**config.mk**
```make
export PLATFORM = sky130hd
export DESIGN_NAME = rst_wdog_ctrl
export DESIGN_NICKNAME = d
export VERILOG_FILES = /design/src/rtl/rst_wdog_pkg.sv /design/src/rtl/wdog_timer.sv /design/src/rtl/pulse_stretch.sv /design/src/rtl/rst_sync.sv /design/src/rtl/rst_wdog_regs.sv /design/src/rtl/rst_wdog_ctrl.sv
export SDC_FILE = /design/constraint.sdc
export NUM_CORES = 1
export LEC_CHECK = 0
export BUFFER_PORTS_ARGS = -buffer_cell sky130_fd_sc_hd__buf_2
export CAP_MARGIN = 25
export CORE_ASPECT_RATIO = 1.4
export CORE_UTILIZATION = 45
export DETAILED_ROUTE_END_ITERATION = 8
export PLACE_DENSITY = 0.66
export RECOVER_POWER = 50
export SLEW_MARGIN = 20
export SYNTH_ARGS = -nofsm -noshare
export SYNTH_HDL_FRONTEND = slang
export SYNTH_SLANG_ARGS = --single-unit
```
**constraint.sdc**
```tcl
create_clock -name clk -period 2.29 [get_ports clk]
set_clock_uncertainty 0.15 [all_clocks]
set_input_delay 0.229 -clock clk [delete_from_list [all_inputs] [get_ports clk]]
set_output_delay 0.229 -clock clk [all_outputs]
set_load 0.005 [all_outputs]
```
**src/rtl/rst_wdog_pkg.sv**
```systemverilog
package rst_wdog_pkg;

    localparam int ADDR_W           = 3;
    localparam int CTRL_EN_BIT      = 0;
    localparam int CTRL_SWRST_BIT   = 1;
    localparam int CTRL_STRETCH_LSB = 8;
    localparam int STRAP_CFG_LSB    = 8;
    localparam int CAUSE_W          = 3;

    typedef enum logic [ADDR_W-1:0] {
        REG_RELOAD = 3'd0,
        REG_COUNT  = 3'd1,
        REG_CTRL   = 3'd2,
        REG_CAUSE  = 3'd3,
        REG_STRAP  = 3'd4
    } reg_addr_e;

    // bit 0 hardware pin, bit 1 watchdog, bit 2 software
    typedef struct packed {
        logic sw;
        logic wd;
        logic hw;
    } cause_t;

    function automatic cause_t cause_update(cause_t cur, cause_t set_v, cause_t clr_v);
        return (cur & ~clr_v) | set_v;
    endfunction

endpackage

```
**src/rtl/wdog_timer.sv**
```systemverilog
module wdog_timer #(
    parameter int               CNT_W       = 32,
    parameter logic [CNT_W-1:0] RELOAD_INIT = '1
) (
    input  logic             clk,
    input  logic             por,
    input  logic             hold,
    input  logic             kick,
    input  logic             en,
    input  logic [CNT_W-1:0] reload_val,
    output logic [CNT_W-1:0] count,
    output logic             expired
);

    logic [CNT_W-1:0] cnt_q;

    always_ff @(posedge clk) begin
        if (por) begin
            cnt_q <= RELOAD_INIT;
        end else if (hold || kick) begin
            cnt_q <= reload_val;
        end else if (cnt_q != '0) begin
            cnt_q <= cnt_q - 1'b1;
        end
    end

    assign count   = cnt_q;
    assign expired = en && (cnt_q == '0) && !hold;

endmodule

```
**src/rtl/pulse_stretch.sv**
```systemverilog
module pulse_stretch #(
    parameter int FIELD_W   = 8,
    parameter int UNIT_LOG2 = 4
) (
    input  logic               clk,
    input  logic               por,
    input  logic               start,
    input  logic               from_wd,
    input  logic [FIELD_W-1:0] field,
    output logic               busy,
    output logic               event_out
);

    localparam int CW = FIELD_W + UNIT_LOG2;

    logic [CW-1:0] left_q;
    logic          busy_q;
    logic          wd_q;

    always_ff @(posedge clk) begin
        if (por) begin
            left_q <= '0;
            busy_q <= 1'b0;
            wd_q   <= 1'b0;
        end else if (start && !busy_q) begin
            left_q <= {field, {UNIT_LOG2{1'b1}}};
            busy_q <= 1'b1;
            wd_q   <= from_wd;
        end else if (busy_q) begin
            if (left_q == '0) begin
                busy_q <= 1'b0;
                wd_q   <= 1'b0;
            end else begin
                left_q <= left_q - 1'b1;
            end
        end
    end

    assign busy      = busy_q;
    assign event_out = busy_q && wd_q;

endmodule

```
**src/rtl/rst_sync.sv**
```systemverilog
module rst_sync #(
    parameter int STAGES = 2
) (
    input  logic clk,
    input  logic raw,
    output logic rst_out
);

    logic [STAGES-1:0] sh_q;

    always_ff @(posedge clk or posedge raw) begin
        if (raw) begin
            sh_q <= '1;
        end else begin
            sh_q <= {sh_q[STAGES-2:0], 1'b0};
        end
    end

    assign rst_out = sh_q[STAGES-1];

endmodule

```
**src/rtl/rst_wdog_regs.sv**
```systemverilog
module rst_wdog_regs
    import rst_wdog_pkg::*;
#(
    parameter int               DATA_W      = 32,
    parameter int               CNT_W       = 32,
    parameter int               FIELD_W     = 8,
    parameter int               BOOT_W      = 3,
    parameter int               CFG_W       = 5,
    parameter logic [CNT_W-1:0] RELOAD_INIT = '1
) (
    input  logic               clk,
    input  logic               por,
    input  logic               hw_rst_in,
    input  logic               in_reset,
    input  logic [BOOT_W-1:0]  boot_pins,
    input  logic [CFG_W-1:0]   cfg_pins,
    input  logic               wr_en,
    input  logic               rd_en,
    input  logic [ADDR_W-1:0]  addr,
    input  logic [DATA_W-1:0]  wdata,
    input  logic [CNT_W-1:0]   count,
    input  logic               wd_fire,
    output logic [DATA_W-1:0]  rdata,
    output logic [CNT_W-1:0]   reload_q,
    output logic               en_q,
    output cause_t             cause_q,
    output logic [BOOT_W-1:0]  boot_q,
    output logic [CFG_W-1:0]   cfg_q,
    output logic               kick,
    output logic               sw_fire,
    output logic [FIELD_W-1:0] pulse_field
);

    logic [FIELD_W-1:0] stretch_q;
    logic               wr_ok;
    reg_addr_e          wa;
    cause_t             set_v;
    cause_t             clr_v;

    assign wr_ok   = wr_en && !in_reset;
    assign wa      = reg_addr_e'(addr);
    assign kick    = wr_ok && (wa == REG_COUNT);
    assign sw_fire = wr_ok && (wa == REG_CTRL) && wdata[CTRL_SWRST_BIT];

    assign pulse_field = sw_fire ? wdata[CTRL_STRETCH_LSB +: FIELD_W] : stretch_q;

    always_comb begin
        set_v    = '0;
        set_v.hw = hw_rst_in;
        set_v.wd = wd_fire;
        set_v.sw = sw_fire;
        clr_v    = '0;
        if (wr_ok && (wa == REG_CAUSE)) begin
            clr_v = cause_t'(wdata[CAUSE_W-1:0]);
        end
    end

    always_ff @(posedge clk) begin
        if (por) begin
            reload_q  <= RELOAD_INIT;
            en_q      <= 1'b0;
            stretch_q <= '0;
            cause_q   <= '0;
            boot_q    <= '0;
            cfg_q     <= '0;
        end else begin
            if (wr_ok && (wa == REG_RELOAD)) begin
                reload_q <= wdata[CNT_W-1:0];
            end
            if (wr_ok && (wa == REG_CTRL)) begin
                en_q      <= wdata[CTRL_EN_BIT];
                stretch_q <= wdata[CTRL_STRETCH_LSB +: FIELD_W];
            end
            if (wd_fire || sw_fire || hw_rst_in) begin
                en_q <= 1'b0;
            end
            cause_q <= cause_update(cause_q, set_v, clr_v);
            if (hw_rst_in) begin
                boot_q <= boot_pins;
                cfg_q  <= cfg_pins;
            end
        end
    end

    always_comb begin
        rdata = '0;
        if (rd_en) begin
            case (wa)
                REG_RELOAD: rdata[CNT_W-1:0] = reload_q;
                REG_COUNT:  rdata[CNT_W-1:0] = count;
                REG_CTRL: begin
                    rdata[CTRL_EN_BIT]                    = en_q;
                    rdata[CTRL_STRETCH_LSB +: FIELD_W]    = stretch_q;
                end
                REG_CAUSE:  rdata[CAUSE_W-1:0] = cause_q;
                REG_STRAP: begin
                    rdata[BOOT_W-1:0]               = boot_q;
                    rdata[STRAP_CFG_LSB +: CFG_W]   = cfg_q;
                end
                default: rdata = '0;
            endcase
        end
    end

endmodule

```
**src/rtl/rst_wdog_ctrl.sv**
```systemverilog
module rst_wdog_ctrl
    import rst_wdog_pkg::*;
#(
    parameter int               DATA_W      = 32,
    parameter int               CNT_W       = 32,
    parameter int               FIELD_W     = 8,
    parameter int               UNIT_LOG2   = 4,
    parameter int               BOOT_W      = 3,
    parameter int               CFG_W       = 5,
    parameter int               SYNC_STAGES = 2,
    parameter logic [CNT_W-1:0] RELOAD_INIT = '1
) (
    input  logic              clk,
    input  logic              por,
    input  logic              hw_rst_in,
    input  logic [BOOT_W-1:0] boot_pins,
    input  logic [CFG_W-1:0]  cfg_pins,
    input  logic              wr_en,
    input  logic              rd_en,
    input  logic [ADDR_W-1:0] addr,
    input  logic [DATA_W-1:0] wdata,
    output logic [DATA_W-1:0] rdata,
    output logic              rst_out,
    output logic              wd_event
);

    logic [CNT_W-1:0]   count;
    logic [CNT_W-1:0]   reload_q;
    logic               en_q;
    cause_t             cause_q;
    logic [BOOT_W-1:0]  boot_q;
    logic [CFG_W-1:0]   cfg_q;
    logic               kick;
    logic               wd_fire;
    logic               sw_fire;
    logic [FIELD_W-1:0] pulse_field;
    logic               busy;
    logic               raw_rst;

    rst_wdog_regs #(
        .DATA_W(DATA_W), .CNT_W(CNT_W), .FIELD_W(FIELD_W),
        .BOOT_W(BOOT_W), .CFG_W(CFG_W), .RELOAD_INIT(RELOAD_INIT)
    ) u_regs (
        .clk(clk), .por(por), .hw_rst_in(hw_rst_in), .in_reset(rst_out),
        .boot_pins(boot_pins), .cfg_pins(cfg_pins),
        .wr_en(wr_en), .rd_en(rd_en), .addr(addr), .wdata(wdata),
        .count(count), .wd_fire(wd_fire), .rdata(rdata),
        .reload_q(reload_q), .en_q(en_q), .cause_q(cause_q),
        .boot_q(boot_q), .cfg_q(cfg_q), .kick(kick),
        .sw_fire(sw_fire), .pulse_field(pulse_field)
    );

    wdog_timer #(
        .CNT_W(CNT_W), .RELOAD_INIT(RELOAD_INIT)
    ) u_timer (
        .clk(clk), .por(por), .hold(rst_out), .kick(kick), .en(en_q),
        .reload_val(reload_q), .count(count), .expired(wd_fire)
    );

    pulse_stretch #(
        .FIELD_W(FIELD_W), .UNIT_LOG2(UNIT_LOG2)
    ) u_stretch (
        .clk(clk), .por(por), .start(wd_fire || sw_fire), .from_wd(wd_fire),
        .field(pulse_field), .busy(busy), .event_out(wd_event)
    );

    assign raw_rst = por || hw_rst_in || busy;

    rst_sync #(
        .STAGES(SYNC_STAGES)
    ) u_sync (
        .clk(clk), .raw(raw_rst), .rst_out(rst_out)
    );

endmodule

```
### After elaboration in Yosys (flattened, before gate mapping)

Index checks and enable logic that the tools add are counted.

* $mul: 0
* shifts and indexed selects: 0
* eq/ne operators: 5
* muxes and demuxes: 20
* div/mod/pow operators: 0
* bitwise gates (word level): 3
* $add $sub $neg: 2
* $lt $le $gt $ge: 0
* reduce and logical (&&, ||, !) cells: 27

Operators with widths (count)
* $mux W32: 3
* $mux W12: 3
* $logic_not A32 Y1: 1
* $pmux W16 S2: 1
* $reduce_bool A32 Y1: 1
* $sub A32 B1 Y32 const B: 1
* $pmux W5 S4: 1
* $logic_not A12 Y1: 1
* $sub A12 B1 Y12 const B: 1
* $logic_and A1 B1 Y1: 10
* $pmux W5 S2: 1
* $pmux W3 S3: 1
* $mux W8: 1
* $pmux W2 S4: 1
* $eq A3 B2 Y1 const B: 2
* $mux W1: 6
* $reduce_bool A2 Y1: 3
* $logic_or A1 B1 Y1: 5
* $pmux W1 S5: 1
* $reduce_and A2 Y1: 2
* $and A3 B3 Y3: 1
* $eq A3 B1 Y1 const B: 1
* $eq A3 B3 Y1 const B: 1
* $logic_not A3 Y1: 1
* other kinds (6): 7

* memory bits (read-only): 0
* latch bits: 0
* word-level logic and storage cells: 70
* output and inout bits: 34
* memories kept: 0
* RAM bits: 0
* register bits after elaboration: 100

### Longest topological paths before layout

* word-level depth: 8
* mapped depth: 9
* gate-level depth less buffers: 7

### Hierarchy

Synthesis repeated with hierarchy kept, for this count alone.

* cell total of the unflattened synthesis: 620
* area, all modules: 5611.6 um^2

Modules (own cells, without submodules)
* rst_wdog_regs: area an instance 3015.4 um^2, cells each 349, times used 1
* wdog_timer: area an instance 1700.4 um^2, cells each 175, times used 1
* pulse_stretch: area an instance 823.3 um^2, cells each 90, times used 1
* rst_sync: area an instance 60.1 um^2, cells each 4, times used 1
* rst_wdog_ctrl: area an instance 12.5 um^2, cells each 2, times used 1

### Worst setup path before layout

No wires, ideal clock.

* path kind: register to register
* start point: register u_timer.cnt_q[8], in the netlist u_timer.count[8]
* end point: register u_stretch.left_q[10]
* clock period less this slack: 2474 ps
* data arrival time: 2238 ps
* stages on the path, launching flop included: 7
* setup slack: -184 ps
* path through: dfxtp_1 > or4_4 > or2_1 > or4_1 > o22a_1 > buf_6 > a221oi_2

* word-level cells in the longest chain between the ends: 7
* elaborated cells on any way between the ends: 9

Ends and longest elaborated chain
* start, declared: line wdog_timer.sv:15 `logic [CNT_W-1:0] cnt_q;`
* start signal, assigned: line wdog_timer.sv:21 `cnt_q <= reload_val;`
* start signal, assigned: line wdog_timer.sv:23 `cnt_q <= cnt_q - 1'b1;`
* $logic_not A32 Y1 *: line wdog_timer.sv:28 `assign expired = en && (cnt_q == '0) && !hold;`
* $logic_and A1 B1 Y1 * (2 in series): line wdog_timer.sv:28
* $logic_or A1 B1 Y1 *: line rst_wdog_ctrl.sv:63 `.clk(clk), .por(por), .start(wd_fire || sw_fire), .from_wd(wd_fire),`
* $logic_and A1 B1 Y1 *: line pulse_stretch.sv:25 `end else if (start && !busy_q) begin`
* $ne A2 B1 Y1 (no source line) or $reduce_bool A2 Y1 (tied branches)
* $reduce_and A2 Y1 (no source line)
* end signal, assigned: line pulse_stretch.sv:26 `left_q <= {field, {UNIT_LOG2{1'b1}}};`
* end signal, assigned: line pulse_stretch.sv:34 `left_q <= left_q - 1'b1;`
* end, declared: line pulse_stretch.sv:16 `logic [CW-1:0] left_q;`

Every way passes the cells marked *; elsewhere a longest branch is shown, timed or not.
A chain may end at the register's enable or synchronous reset.

### Final worst setup path

* start point: register u_sync.sh_q[1]
* end point: register u_stretch.left_q[4]

* word-level cells in the longest chain between the ends: 8
* elaborated cells on any way between the ends: 12

Ends and longest elaborated chain
* start, declared: line rst_sync.sv:9 `logic [STAGES-1:0] sh_q;`
* start signal, assigned: line rst_sync.sv:15 `sh_q <= {sh_q[STAGES-2:0], 1'b0};`
* $logic_not A1 Y1 *: line wdog_timer.sv:28, rst_wdog_regs.sv:40
* $logic_and A1 B1 Y1: line rst_wdog_regs.sv:40 `assign wr_ok = wr_en && !in_reset;`
* $logic_and A1 B1 Y1 (2 in series): line rst_wdog_regs.sv:43 `assign sw_fire = wr_ok && (wa == REG_CTRL) && wdata[CTRL_SWRST_BIT];`
* $logic_or A1 B1 Y1: line rst_wdog_ctrl.sv:63
* $logic_and A1 B1 Y1: line pulse_stretch.sv:25
* $ne A2 B1 Y1 (no source line) or $reduce_bool A2 Y1 (tied branches)
* $reduce_and A2 Y1 (no source line)

Marked as above.

==> impl_metrics.toml <==
[timing]
tightest_slew_ns = 0.786
hold_violations = 0
maxSlewHeadroom_pct = 47.6
clock.fmax_ghz = 0.425
rsz0062_at_grt = "yes"
finalSetupViolCount = 3
hold_slack_ns = 0.0121
finalWorstSetupSlack_ns = -0.0644
finalSetupTns_ns = -0.0935
slew_viol_final = 0
period_minus_slack_ns = 2.35
fin_crit_sh_pct = 103

[cts]
cts_tree = "yes"
ctsLongestPathBuffers = 2
cts-root-buf = "clkbuf_16"
clock_latency_ns = 0.35
cts_sinks = 100
numCtsBuffers = 9
path_clk_slew_ns = 0.07
htreeDepth = 3

[place]
finalWeightedCongestion = 0.868
placedCellCount = 878
post_dp_cell_area_um2 = 6360
port_buffers = 81
dp_slack_ns = -0.247
hpwl_um = 10600

[power]
power_frac_clock_pct = 37.6
swShare_pct = 25.5
power.leakage_nw = 2.76
p_seq_share_pct = 49.0
p_int_mw = 2.81
power_switching_mw = 0.960
powerDensity_nw_per_um2 = 530
power_frac_comb_pct = 13.4
peakVddDrop_v = 0.000320
power_mw = 3.77

[cells_and_area]
fin_util_pct = 62.0
syn_to_final_growth_pct = 33.1
antenna_cells = 0
final_common_cell = "dfxtp_1"
final_cell_mix = "dfxtp_1 (96), buf_2 (79), nor2_1 (76)"
drive_above_1_share_pct = 25.5
fin_nets = 841
fin_area_um2 = 7110
stdcell_count = 939

[synth]
seq_area_frac_synth_pct = 37.7
synth_area_leaders = "dfxtp_1 (37%), a211o_1 (5.4%), nor2_1 (5.4%)"
synth.distinct_cells = 62
syn_avg_cell_area_um2 = 8.49
synth_cells = 629
syn_area_um2 = 5340
synth-main-ff-cell = "dfxtp_1"
synth-edff-count = 0
yosysTopAreaCell = "dfxtp_1"
synthArstFlopShare_pct = 2.00
ys_seq_elements = 100
synth_top_cell_area_share_pct = 36.8
synth_fp_nets = 680
yosysWarnings = 0

[grt]
grt_antenna_before_repair = 0
grt_max_degree = 69
grt-ovfl-total = 0
grt_pass1_vias = 5216
grt_pass1_wl_um = 24400
grtUsageTotal_pct = 25.1

[die]
rows = 46
die_h_um = 131
initial_core_util_pct = 46.6
fp.dieW_um = 94.0
die_area_um2 = 12300
core-area_um2 = 11500
io_pins = 82

[setup_path]
start_kind = "flop"
required_ns = 2.33
crit_type = "flop to flop"
end_kind = "flop"
cp.arrival_ns = 2.40
worstPathMaxFanout = 11

[routing]
via_count = 5416
drc = 0
drtPass1Iterations = 5
routedWlPerCell_um = 16.3
drt-total-wl_um = 15300
postRouteAntennaNets = 0
vias_per_cell = 5.77
drt_iter0_drc = 245

[min_path]
hold_path_class = "input pin to flop"

[outcome]
violations = "negative setup slack"
status = "complete, but fails checks"

[flow_run]
drv_cap = 0
-- path summary, 6_finish.rpt --
kind | startpoint | endpoint | slack (ns) | depth (start not counted)
worst max-delay path | u_sync.sh_q[1] | u_stretch.left_q[4] | -0.06 | 5
worst min-delay path | wdata[12] | u_regs.reload_q[12] | 0.01 | 2
worst min register to register | u_sync.sh_q[0] | u_sync.sh_q[1] | 0.21 | 0
min in group asynchronous | hw_rst_in | u_sync.sh_q[1] | 0.13 | 2
max in group asynchronous | u_stretch.busy | u_sync.sh_q[0] | 1.23 | 2
worst max register to register | u_sync.sh_q[1] | u_stretch.left_q[4] | -0.06 | 5
-- logic make-up (layout without fill, tap and decap cells) --
logic type,Yosys count,count (layout),share of synthesized area (%)
other,1,1,0.0703
flip-flops,100,100,37.7
buffers and inverters,60,225,4.38
AND/OR/NAND/NOR,236,236,24.4
adder cells (fa/ha/maj),3,3,0.703
XOR/XNOR,31,31,5.09
AO/OA/AOI/OAI,175,176,23.3
multiplexers,23,23,4.31
-- metal layers --
metal	up-vias	global-route usage (%)	routed length (µm)
met3	29	3.41	633
met5	-	0	0
li1	2640	-	-
met4	0	10.3	338
met1	2563	28.6	6390
met2	184	46.8	7960
-- power by group through the flow --
stage / clock (mW) / sequential, mW / combinational [mW]
floorplan: 0 / 1.88 / 0.263
global placement: 0 / 1.88 / 0.442
detailed placement: 0 / 1.88 / 0.450
CTS: 1.44 / 1.85 / 0.504
global route: 1.50 / 1.85 / 0.552
finish: 1.42 / 1.85 / 0.506
-- layout make-up --
type	count	area [µm²]
Clock buffer	14	254
Clock inverter	2	10.0
Fill cell	989	4350
Inverter	9	33.8
Multi-Input combinational cell	470	3200
Sequential cell	100	2020
Tap cell	144	180
Timing Repair Buffer	200	1410
-- critical path, cell delays in order, from the launching register on --
cell and delay, ns:
dfstp_2 0.41, nand2b_1 0.16, or4b_1 0.64, buf_4 0.25, a211oi_1 0.48, a221oi_2 0.11
-- registers in the layout, indices dropped and copies added, names as in the netlist --
name	cells
u_regs.en_q	1
u_timer.count	32
u_regs.reload_q	32
u_stretch.busy	1
u_regs.boot_q	3
u_regs.cause_q	3
u_regs.stretch_q	8
u_stretch.wd_q	1
u_regs.cfg_q	5
u_sync.sh_q	2
u_stretch.left_q	12
-- synth_stat cells, drive strengths merged (4+ instances only) --
cell	number
a211o	33
a211oi	12
a21oi	45
a221oi	13
a22oi	28
and2	4
and3	10
buf	6
clkbuf	45
dfxtp	98
inv	9
mux2i	23
nand2	16
nand3	13
nand3b	8
nand4	10
nand4b	4
nor2	77
nor2b	35
nor3	21
nor3b	4
nor4	8
o21ai	27
or2	4
or4	7
xnor2	11
xor2	20
-- what timing repair did --
action | 4_1_cts | 5_1_grt
pin swaps | 1 | 14
gates cloned | 1 | 0
hold buffers | 38 | 0
buffers inserted | 2 | 4
resized for setup | 6 | 12
endpoints found under the setup margin | 26 | 42
hold endpoints to repair | 38 | 0
Note: power is estimated with default switching activity, not from simulation.
